[src/rtl/txb_pkg.sv]
package txb_pkg;
    typedef enum logic [1:0] {
        ST_UNINIT = 2'd0,
        ST_GATHER = 2'd1,
        ST_DRAIN  = 2'd2
    } txb_state_e;
endpackage

[src/rtl/txb_arrival_ctr.sv]
module txb_arrival_ctr #(
    parameter int CNT_W = 10
) (
    input  logic             clk,
    input  logic             rst_n,
    input  logic             load,
    input  logic [CNT_W-1:0] load_val,
    input  logic             en,
    input  logic [1:0]       n_arr,
    input  logic             rearm,
    output logic [CNT_W-1:0] left_q,
    output logic [CNT_W-1:0] target_q,
    output logic             hits_zero,
    output logic             excess
);
    logic [CNT_W-1:0] n_ext;
    logic [CNT_W-1:0] left_nxt;
    logic             too_many;

    always_comb begin
        n_ext     = CNT_W'(n_arr);
        too_many  = (n_ext > left_q);
        excess    = en && too_many;
        left_nxt  = too_many ? '0 : (left_q - n_ext);
        hits_zero = (left_nxt == '0);
    end

    always_ff @(posedge clk) begin
        if (!rst_n) begin
            left_q   <= '0;
            target_q <= '0;
        end else if (load) begin
            left_q   <= load_val;
            target_q <= load_val;
        end else if (rearm) begin
            left_q   <= target_q;
        end else if (en) begin
            left_q   <= left_nxt;
        end
    end

    // no arrival and no load/rearm leaves the owed count untouched
    a_r4_hold_idle: assert property (@(posedge clk) disable iff (!rst_n)
        (!load && !rearm && (!en || n_arr == 2'd0)) |=> $stable(left_q));

    // two simultaneous arrivals remove two owed arrivals
    a_r11_double_arrival: assert property (@(posedge clk) disable iff (!rst_n)
        (en && !load && !rearm && n_arr == 2'd2 && left_q >= CNT_W'(2))
        |=> (left_q == $past(left_q) - CNT_W'(2)));
endmodule

[src/rtl/txb_byte_ctr.sv]
module txb_byte_ctr #(
    parameter int BYTE_W = 20
) (
    input  logic              clk,
    input  logic              rst_n,
    input  logic              load,
    input  logic              en,
    input  logic              add_en,
    input  logic [BYTE_W-1:0] add_val,
    input  logic              sub_en,
    input  logic [BYTE_W-1:0] sub_val,
    output logic [BYTE_W-1:0] pend_q,
    output logic              zero_nxt,
    output logic              underflow,
    output logic              overflow
);
    localparam int SUM_W = BYTE_W + 1;

    logic [SUM_W-1:0]  sum;
    logic [SUM_W-1:0]  sub_ext;
    logic [SUM_W-1:0]  res;
    logic [BYTE_W-1:0] pend_nxt;
    logic              short;

    always_comb begin
        sum       = {1'b0, pend_q} + {1'b0, (add_en ? add_val : {BYTE_W{1'b0}})};
        sub_ext   = {1'b0, (sub_en ? sub_val : {BYTE_W{1'b0}})};
        short     = (sub_ext > sum);
        underflow = en && short;
        overflow  = en && sum[BYTE_W];
        res       = short ? {SUM_W{1'b0}} : (sum - sub_ext);
        pend_nxt  = res[BYTE_W-1:0];
        zero_nxt  = (pend_nxt == '0);
    end

    always_ff @(posedge clk) begin
        if (!rst_n) begin
            pend_q <= '0;
        end else if (load) begin
            pend_q <= '0;
        end else if (en) begin
            pend_q <= pend_nxt;
        end
    end

    // a lone delivery within budget subtracts exactly its byte amount
    a_r5_delivery_subtracts: assert property (@(posedge clk) disable iff (!rst_n)
        (en && !load && sub_en && !add_en && sub_val <= pend_q)
        |=> (pend_q == $past(pend_q) - $past(sub_val)));
endmodule

[src/rtl/txn_phase_barrier.sv]
module txn_phase_barrier
    import txb_pkg::*;
#(
    parameter int CNT_W  = 10,
    parameter int BYTE_W = 20
) (
    input  logic              clk,
    input  logic              rst_n,
    input  logic              init_valid,
    input  logic [CNT_W-1:0]  init_count,
    input  logic              arrive,
    input  logic              arrive_tx,
    input  logic [BYTE_W-1:0] tx_bytes,
    input  logic              done_valid,
    input  logic [BYTE_W-1:0] done_bytes,
    input  logic              wait_parity,
    output logic              phase,
    output logic              wait_ok,
    output logic              err
);
    txb_state_e        state_q, state_d;
    logic              phase_q, err_q;
    logic              load_ok, armed, op_en, flip;
    logic [1:0]        n_arr;
    logic [CNT_W-1:0]  left_q, target_q;
    logic              hits_zero, excess;
    logic [BYTE_W-1:0] pend_q;
    logic              zero_nxt, underflow, overflow;

    always_comb begin
        load_ok = init_valid && (init_count != '0);
        armed   = (state_q != ST_UNINIT);
        op_en   = armed && !load_ok;
        n_arr   = {1'b0, arrive} + {1'b0, arrive_tx};
        flip    = op_en && hits_zero && zero_nxt;
    end

    txb_arrival_ctr #(.CNT_W(CNT_W)) u_arr (
        .clk       (clk),
        .rst_n     (rst_n),
        .load      (load_ok),
        .load_val  (init_count),
        .en        (op_en),
        .n_arr     (n_arr),
        .rearm     (flip),
        .left_q    (left_q),
        .target_q  (target_q),
        .hits_zero (hits_zero),
        .excess    (excess)
    );

    txb_byte_ctr #(.BYTE_W(BYTE_W)) u_bytes (
        .clk       (clk),
        .rst_n     (rst_n),
        .load      (load_ok),
        .en        (op_en),
        .add_en    (arrive_tx),
        .add_val   (tx_bytes),
        .sub_en    (done_valid),
        .sub_val   (done_bytes),
        .pend_q    (pend_q),
        .zero_nxt  (zero_nxt),
        .underflow (underflow),
        .overflow  (overflow)
    );

    // next-state logic
    always_comb begin
        state_d = state_q;
        unique case (state_q)
            ST_UNINIT: state_d = load_ok ? ST_GATHER : ST_UNINIT;
            ST_GATHER,
            ST_DRAIN: begin
                if (load_ok || flip) state_d = ST_GATHER;
                else if (hits_zero)  state_d = ST_DRAIN;
                else                 state_d = ST_GATHER;
            end
            default:   state_d = ST_UNINIT;
        endcase
    end

    // state register
    always_ff @(posedge clk) begin
        if (!rst_n) state_q <= ST_UNINIT;
        else        state_q <= state_d;
    end

    // phase bit and sticky fault flag
    always_ff @(posedge clk) begin
        if (!rst_n) begin
            phase_q <= 1'b0;
            err_q   <= 1'b0;
        end else begin
            if (load_ok)   phase_q <= 1'b0;
            else if (flip) phase_q <= ~phase_q;
            if (op_en && (excess || underflow || overflow)) err_q <= 1'b1;
        end
    end

    // outputs
    always_comb begin
        phase   = phase_q;
        wait_ok = phase_q ^ wait_parity;
        err     = err_q;
    end

    // without a valid init the barrier stays uninitialised at phase 0
    a_r2_uninit_hold: assert property (@(posedge clk) disable iff (!rst_n)
        (state_q == ST_UNINIT && !load_ok) |=> (state_q == ST_UNINIT && !phase_q));

    // init loads the count, clears bytes and phase
    a_r3_init_load: assert property (@(posedge clk) disable iff (!rst_n)
        load_ok |=> (!phase_q && pend_q == '0 && left_q == $past(init_count)
                     && state_q == ST_GATHER));

    // with bytes pending and none delivered or added, the phase holds
    a_r6_no_early_flip: assert property (@(posedge clk) disable iff (!rst_n)
        (op_en && !done_valid && !arrive_tx && pend_q != '0) |=> $stable(phase_q));

    // the drain state is only ever occupied while bytes are outstanding
    a_r6_drain_has_bytes: assert property (@(posedge clk) disable iff (!rst_n)
        (state_q == ST_DRAIN) |-> (pend_q != '0));

    // a flip reloads the owed arrivals and leaves no pending bytes
    a_r8_rearm: assert property (@(posedge clk) disable iff (!rst_n)
        flip |=> (left_q == target_q && pend_q == '0));

    // the fault flag never clears without reset
    a_r9_err_sticky: assert property (@(posedge clk) disable iff (!rst_n)
        err_q |=> err_q);
endmodule

[config.mk]
export PLATFORM = sky130hd
export DESIGN_NAME = txn_phase_barrier
export DESIGN_NICKNAME = d
export VERILOG_FILES = /design/src/rtl/txb_pkg.sv /design/src/rtl/txb_arrival_ctr.sv /design/src/rtl/txb_byte_ctr.sv /design/src/rtl/txn_phase_barrier.sv
export SDC_FILE = /design/constraint.sdc
export NUM_CORES = 1
export LEC_CHECK = 0
export ABC_AREA = 1
export ABC_CLOCK_PERIOD_IN_PS = 4900
export BUFFER_PORTS_ARGS = -buffer_cell sky130_fd_sc_hd__clkbuf_2
export CAP_MARGIN = 15
export CORE_ASPECT_RATIO = 1.4
export CORE_MARGIN = 2
export CORE_UTILIZATION = 25
export CTS_CLUSTER_SIZE = 25
export DETAILED_ROUTE_END_ITERATION = 8
export GPL_TIMING_DRIVEN = 0
export HOLD_SLACK_MARGIN = 0.06
export SLEW_MARGIN = 20
export SYNTH_ARGS = -nofsm -noshare
export SYNTH_HDL_FRONTEND = slang
export SYNTH_SLANG_ARGS = --single-unit
[constraint.sdc]
create_clock -name clk -period 4.9 [get_ports clk]
set_clock_uncertainty 0.1 [all_clocks]
set_input_delay 0.735 -clock clk [delete_from_list [all_inputs] [get_ports clk]]
set_output_delay 0.735 -clock clk [all_outputs]
set_load 0.05 [all_outputs]
# [Word level (Yosys, flattened, before mapping)]
# Index checks and enable logic that the tools add are counted.
[word_totals] register_bits=44 latchBits=0 ramBits=0 rom_bits=0 inputBits=57 out_inout_bits=3 word_cells=48 memories=0
[classes] add_sub_neg=4 mul=0 n_div=0 n_lt_le_gt_ge=2 eq_ne=2 n_shift=0 muxes=11 bitwise_logic=3 n_reduce_logical=20
[op_table] cell="2-to-1 mux 20 bit" count=3
[op_table] cell="2-to-1 mux 10 bit" count=4
[op_table] cell="adder 20 x 20 -> 21 bit" count=1
[op_table] cell="greater-than comparator 20 x 21 -> 1 bit" count=1
[op_table] cell="zero test 20 bit" count=1
[op_table] cell="subtractor 20 bit" count=1
[op_table] cell="greater-than comparator 2 x 10 -> 1 bit" count=1
[op_table] cell="zero test 10 bit" count=1
[op_table] cell="nonzero test 10 bit" count=1
[op_table] cell="subtractor 10 x 2 -> 10 bit" count=1
[op_table] cell="logical AND 1 bit" count=8
[op_table] cell="2-to-1 mux 2 bit" count=2
[op_table] cell="one-hot mux 2 bit (2 select lines)" count=1
[op_table] cell="OR reduction 2 bit" count=2
[op_table] cell="logical OR 1 bit" count=3
[op_table] cell="nonzero test 3 bit" count=1
[op_table] cell="adder 1 x 1 -> 2 bit" count=1
[op_table] cell="== test 2 x 1 -> 1 bit (second input constant)" count=1
[op_table] cell="== test 2 bit (second input constant)" count=1
[op_table] cell="zero test 2 bit" count=1
[op_table] cell="inverter 1 bit" count=2
[op_table] cell="nonzero test 2 bit" count=1
[op_table] cell="zero test 1 bit" count=1
[op_table] cell="2-to-1 mux 1 bit" count=1
[op_table] cell="XOR 1 bit" count=1

# [Longest topological paths before layout]
[logic_depth] ltp_word=9 mapped_depth=35 ltp_nobuf=33

# [By module]
# From an unflattened synthesis, not the netlist that was laid out.
[unflattened] hier_cells=833 area_unflattened_um2=5121.2
[by_module_without_submodules] module="txb_byte_ctr" n_inst=1 cells_each=589 area_each_um2=3545.9 seq_area_each_um2=400.4
[by_module_without_submodules] module="txb_arrival_ctr" n_inst=1 cells_each=201 area_each_um2=1260.0 seq_area_each_um2=400.4
[by_module_without_submodules] module="txn_phase_barrier" n_inst=1 cells_each=43 area_each_um2=315.3 seq_area_each_um2=80.1

# [Worst setup path before layout]
# Ideal clock, no wire load.
[synth_timing] kind="input -> register" start="input arrive_tx" end="register phase_q (netlist: phase)" setup_time_ps=128 t_arrival_ps=5021 t_required_ps=4672 setup_slack_ps=-348 path_stages=31 n_path_buf=2 path_cell_list="clkbuf_1 > nand2_1 > inv_1 > ha_1 > a21o_1 > nand3_1 > nand2_1 > a21oi_1 > o21ai_0 > a21boi_0 > o21ai_0 > a21boi_0 > o21ai_0 > a21oi_1 > xor2_1 > inv_1 > ha_1 > nand2_1 > nor4_1 > nand4_1 > nand3_1 > nand2_1 > nand2_1 > inv_1 > nand2_1 > nand4_1 > nor2_4 > nand2_4 > buf_6 > xor2_1 > nor2_1"
[synth_between] elab_chain_cells=6 elab_cells_between_ends=13 classes_between="4 x add/sub; 2 x order compare; 3 x mux; 4 x reduce/logical"
[synth_lines] item="from (decl)" line="txn_phase_barrier.sv:12" text="input logic arrive_tx,"
[synth_lines] item="2-to-1 mux 20 bit / adder 1 x 1 -> 2 bit (equally long branches)" line="txb_byte_ctr.sv:26, txn_phase_barrier.sv:34"
[synth_lines] item="adder 20 x 20 -> 21 bit (tied with other cells)" line="txb_byte_ctr.sv:26" text="sum = {1'b0, pend_q} + {1'b0, (add_en ? add_val : {BYTE_W{1'b0}})};"
[synth_lines] item="subtractor 20 bit (tied with other cells)" line="txb_byte_ctr.sv:31" text="res = short ? {SUM_W{1'b0}} : (sum - sub_ext);"
[synth_lines] item="2-to-1 mux 20 bit / zero test 10 bit (equally long branches)" line="txb_byte_ctr.sv:31, txb_arrival_ctr.sv:25"
[synth_lines] item="zero test 20 bit / logical AND 1 bit (equally long branches)" line="txb_byte_ctr.sv:33, txn_phase_barrier.sv:35"
[synth_lines] item="logical AND 1 bit (*)" line="txn_phase_barrier.sv:35" text="flip = op_en && hits_zero && zero_nxt;"
[synth_lines] item="to (signal assigned)" line="txn_phase_barrier.sv:95" text="else if (flip) phase_q <= ~phase_q;"
[synth_lines] item="to (decl)" line="txn_phase_barrier.sv:22" text="logic phase_q, err_q;"
# Every way passes the cells marked *; elsewhere a longest branch is shown, timed or not.
# A chain may end at the register's enable or synchronous reset.

# [Final worst setup path]
[layout_timing] start="input arrive_tx" end="register u_arr.left_q[7]"
[layout_between] elab_chain_cells=8 elab_cells_between_ends=17 classes_between="4 x add/sub; 2 x order compare; 6 x mux; 5 x reduce/logical"
[layout_lines] item="2-to-1 mux 20 bit / adder 1 x 1 -> 2 bit (equally long branches)" line="txb_byte_ctr.sv:26, txn_phase_barrier.sv:34"
[layout_lines] item="adder 20 x 20 -> 21 bit (tied with other cells)" line="txb_byte_ctr.sv:26"
[layout_lines] item="subtractor 20 bit (tied with other cells)" line="txb_byte_ctr.sv:31"
[layout_lines] item="2-to-1 mux 20 bit / zero test 10 bit (equally long branches)" line="txb_byte_ctr.sv:31, txb_arrival_ctr.sv:25"
[layout_lines] item="zero test 20 bit / logical AND 1 bit (equally long branches)" line="txb_byte_ctr.sv:33, txn_phase_barrier.sv:35"
[layout_lines] item="logical AND 1 bit" line="txn_phase_barrier.sv:35"
[layout_lines] item="2-to-1 mux 10 bit" line="txb_arrival_ctr.sv:35" text="end else if (rearm) begin"
[layout_lines] item="2-to-1 mux 10 bit" line="txb_arrival_ctr.sv:32" text="end else if (load) begin"
[layout_lines] item="to (signal assigned)" line="txb_arrival_ctr.sv:33" text="left_q <= load_val;"
[layout_lines] item="to (signal assigned)" line="txb_arrival_ctr.sv:36" text="left_q <= target_q;"
[layout_lines] item="to (signal assigned)" line="txb_arrival_ctr.sv:38" text="left_q <= left_nxt;"
[layout_lines] item="to (decl)" line="txb_arrival_ctr.sv:11" text="output logic [CNT_W-1:0] left_q,"
# Several ways; a longest one is shown, not always the timed one. The select of a mux whose other input is x is not followed.

==> metrics.md <==
| Metric | Value |
|---|---|
| Status | `finished, final reports clean` |
| Drt drc | `0` |
| Std cell rows | `61` |
| CTS tree | `built` |
| DR vias | `5,535` |
| Final Instance Area | `6950 um^2` |
| First-pass GRT wire length | `24.5 mm` |
| FF-to-FF setup slack | `0.37 ns` |
| Main synth FF type | `dfxtp_1` |
| Initial Util | `25.6%` |
| Critical path's slowest cell | `fa_2` |
| Peak supply drop | `0.000180 V` |
| Gpl congestion | `0.901` |
| Area Growth Syn to Fin | `36.0%` |
| DR pass1 iterations | `5` |
| Vias/cell | `4.64` |
| Total grt overflow | `0` |
| Core area | `20,000 um^2` |
| Max FO, Critical Path | `7` |
| #FFs+latches synth | `44` |
| Die extent in y | `173 um` |
| Die W | `125 um` |
| Met3 usage | `0.774%` |
| Final worst setup slack | `0.0167 ns` |
| Share of flip-flops with an asynchronous set or reset | `0%` |
| Place WS | `-1.11 ns` |
| Synth top area cells | `dfxtp_1 17%, nand2_1 17%, ha_1 16%` |
| Cts hold-fix bufs | `0` |
| Setup crit end kind | `register` |
| Final period util | `99.7%` |
| Post-Syn Area | `5110 um^2` |
| CTS Sinks | `44` |
| Fmax | `0.205 GHz` |
| Area post-placement | `5750 um^2` |
| M2 GR Usage | `27.9%` |
| Largest delay contributor family on the critical path | `simple AND/OR/NAND/NOR gates` |
| Crit path launch type | `input port` |
| Crit path buf inv count | `7` |
| Normalized max-slew margin | `61.7%` |
| Drt initial violations | `306` |
| Synth warnings | `0` |
| Mean post-synth cell area | `6.16 um^2` |
| Commonest non-fill, non-tap cell in the layout | `nand2_1` |
| Worst Hold Class | `register to register` |
| Syn Nets | `954` |
| CP required | `5.02 ns` |
| Design Power | `1770 uW` |
| Busiest layer in global routing | `met2` |
| Slew @ Worst Pin | `0.568 ns` |
| Post-synth EDFFs | `0` |
| Total leakage power | `0.00367 uW` |
| Fin nets | `1,065` |
| Clk Latency, worst-skew pair | `0.29 ns` |
| Cts bufs inserted | `5` |
| Area leader, netlist | `dfxtp_1` |
| Setup_tns | `0 ns` |
| Crit path kind | `input port to register` |
| Synth cell types | `43` |
| Vias in the first global route | `5,339` |
| Area share of the largest cell type after synthesis | `17.2%` |
| Largest net degree at the start of global routing | `16` |
| Htree depth | `2` |
| Die area | `21,600 um^2` |
| I/O Pins | `60` |
| Initial antenna violation count | `0` |
| RSZ-0062 raised after global routing | `true` |
| Fin crit period | `4.88 ns` |
| Cell count after synthesis | `830` |
| HPWL Detailed | `12.4 mm` |
| Maxcap violations | `0` |
| Final ANT Viol Nets | `0` |
| Final setup violation count | `0` |
| Port buffer count | `58` |
| Routed WL per cell | `13.2 um` |
| CTS root buf | `clkbuf_16` |
| Top cell by count, worst path | `nand2_2` |
| WP data arrival | `5.01 ns` |
| Drt total wl | `15.8 mm` |
| Final hold vios | `0` |
| Met1 Use GR | `14.6%` |
| Register area share after synthesis | `17.2%` |
| ANT cells | `0` |
| Max stage delay on crit path | `0.33 ns` |
| Clock slew at reported path FFs | `0.06 ns` |
| Layout cells sized above 1 | `26.8%` |
| Commonest cells after routing, fill and taps aside | `203 x nand2_1, 148 x inv_1, 60 x a21oi_1` |
| Maximum buffer depth of the clock tree | `2` |
| Global-route usage over all layers | `13.6%` |
| Slew Limit Fails | `0` |
| PwrDens | `255 nW/um^2` |
registers in the layout, indices dropped and copies added, names as in the netlist:
register	flops
err	1
u_arr.left_q	10
u_bytes.pend_q	20
u_arr.target_q	10
state_q	2
phase	1
stage by stage:
stage / util, % / cells / hold WS (ns)
5_1_grt: 34.8 / 1194 / 0.400
4_1_cts: 32.0 / 1175 / 0.379
3_5_place_dp: 28.8 / 1140 / 0.367
3_3_place_gp: 28.8 / 1140 / 0.364
6_report: 34.8 / 1194 / 0.377
2_1_floorplan: - / 830 / 0.347
what timing repair did:
item                       4_1_cts  5_1_grt
gates resized for setup         63       95
gates cloned                     2        0
pin swaps                       30       66
buffers inserted                25       21
setup endpoints to repair       26       32
cell usage after synthesis, types with 7 or more instances:
library cell  instances
nand2_1             231
nand3_1              41
nor2_1               43
clkbuf_1             14
nand4_1               7
a21oi_2               8
inv_1               158
ha_1                 64
o21ai_0              47
a21oi_1              71
dfxtp_1              44
o22ai_1               9
xor2_1               26
cell type report:
type | count | area (um^2)
Clock inverter | 3 | 46.3
Timing Repair Buffer | 103 | 671
Inverter | 159 | 599
Sequential cell | 44 | 881
Multi-Input combinational cell | 609 | 4200
Buffer | 19 | 116
Tap cell | 252 | 315
Clock buffer | 5 | 125
Fill cell | 2141 | 13000
tightest hold or removal path: stages (launching register included):
cell     delay, ns
dfxtp_1       0.30
inv_1         0.06
o22ai_1       0.07
final timing paths:
path / startpoint / to / cells after the start
max: arrive_tx / u_arr.left_q[7] / 33
min reg2reg: u_arr.target_q[1] / u_arr.target_q[1] / 2
max reg2reg: u_bytes.pend_q[0] / u_arr.left_q[7] / 29
min: u_arr.target_q[1] / u_arr.target_q[1] / 2
power by group:
part	internal, uW	total [uW]	leakage, uW	switching [uW]
Combinational	382	978	0.00323	596
Clock	243	395	0.0000804	152
Sequential	381	400	0.000361	19.0
Total	1010	1770	0.00367	767
kinds of logic after synthesis:
kind of cell             share of synthesized area, %
AO/OA/AOI/OAI                                    17.5
AND/OR/NAND/NOR                                  29.7
buffers and inverters                            13.4
adder cells (fa/ha/maj)                          16.8
flip-flops                                       17.2
XOR/XNOR                                         5.31
routing by layer:
layer / up-vias / part of all wire, %
met1: 2541 / 39
met5: - / 0
met2: 121 / 56
li1: 2848 / -
met4: 0 / 2.3
met3: 25 / 2.9
Note: power is estimated with default switching activity, not from simulation.
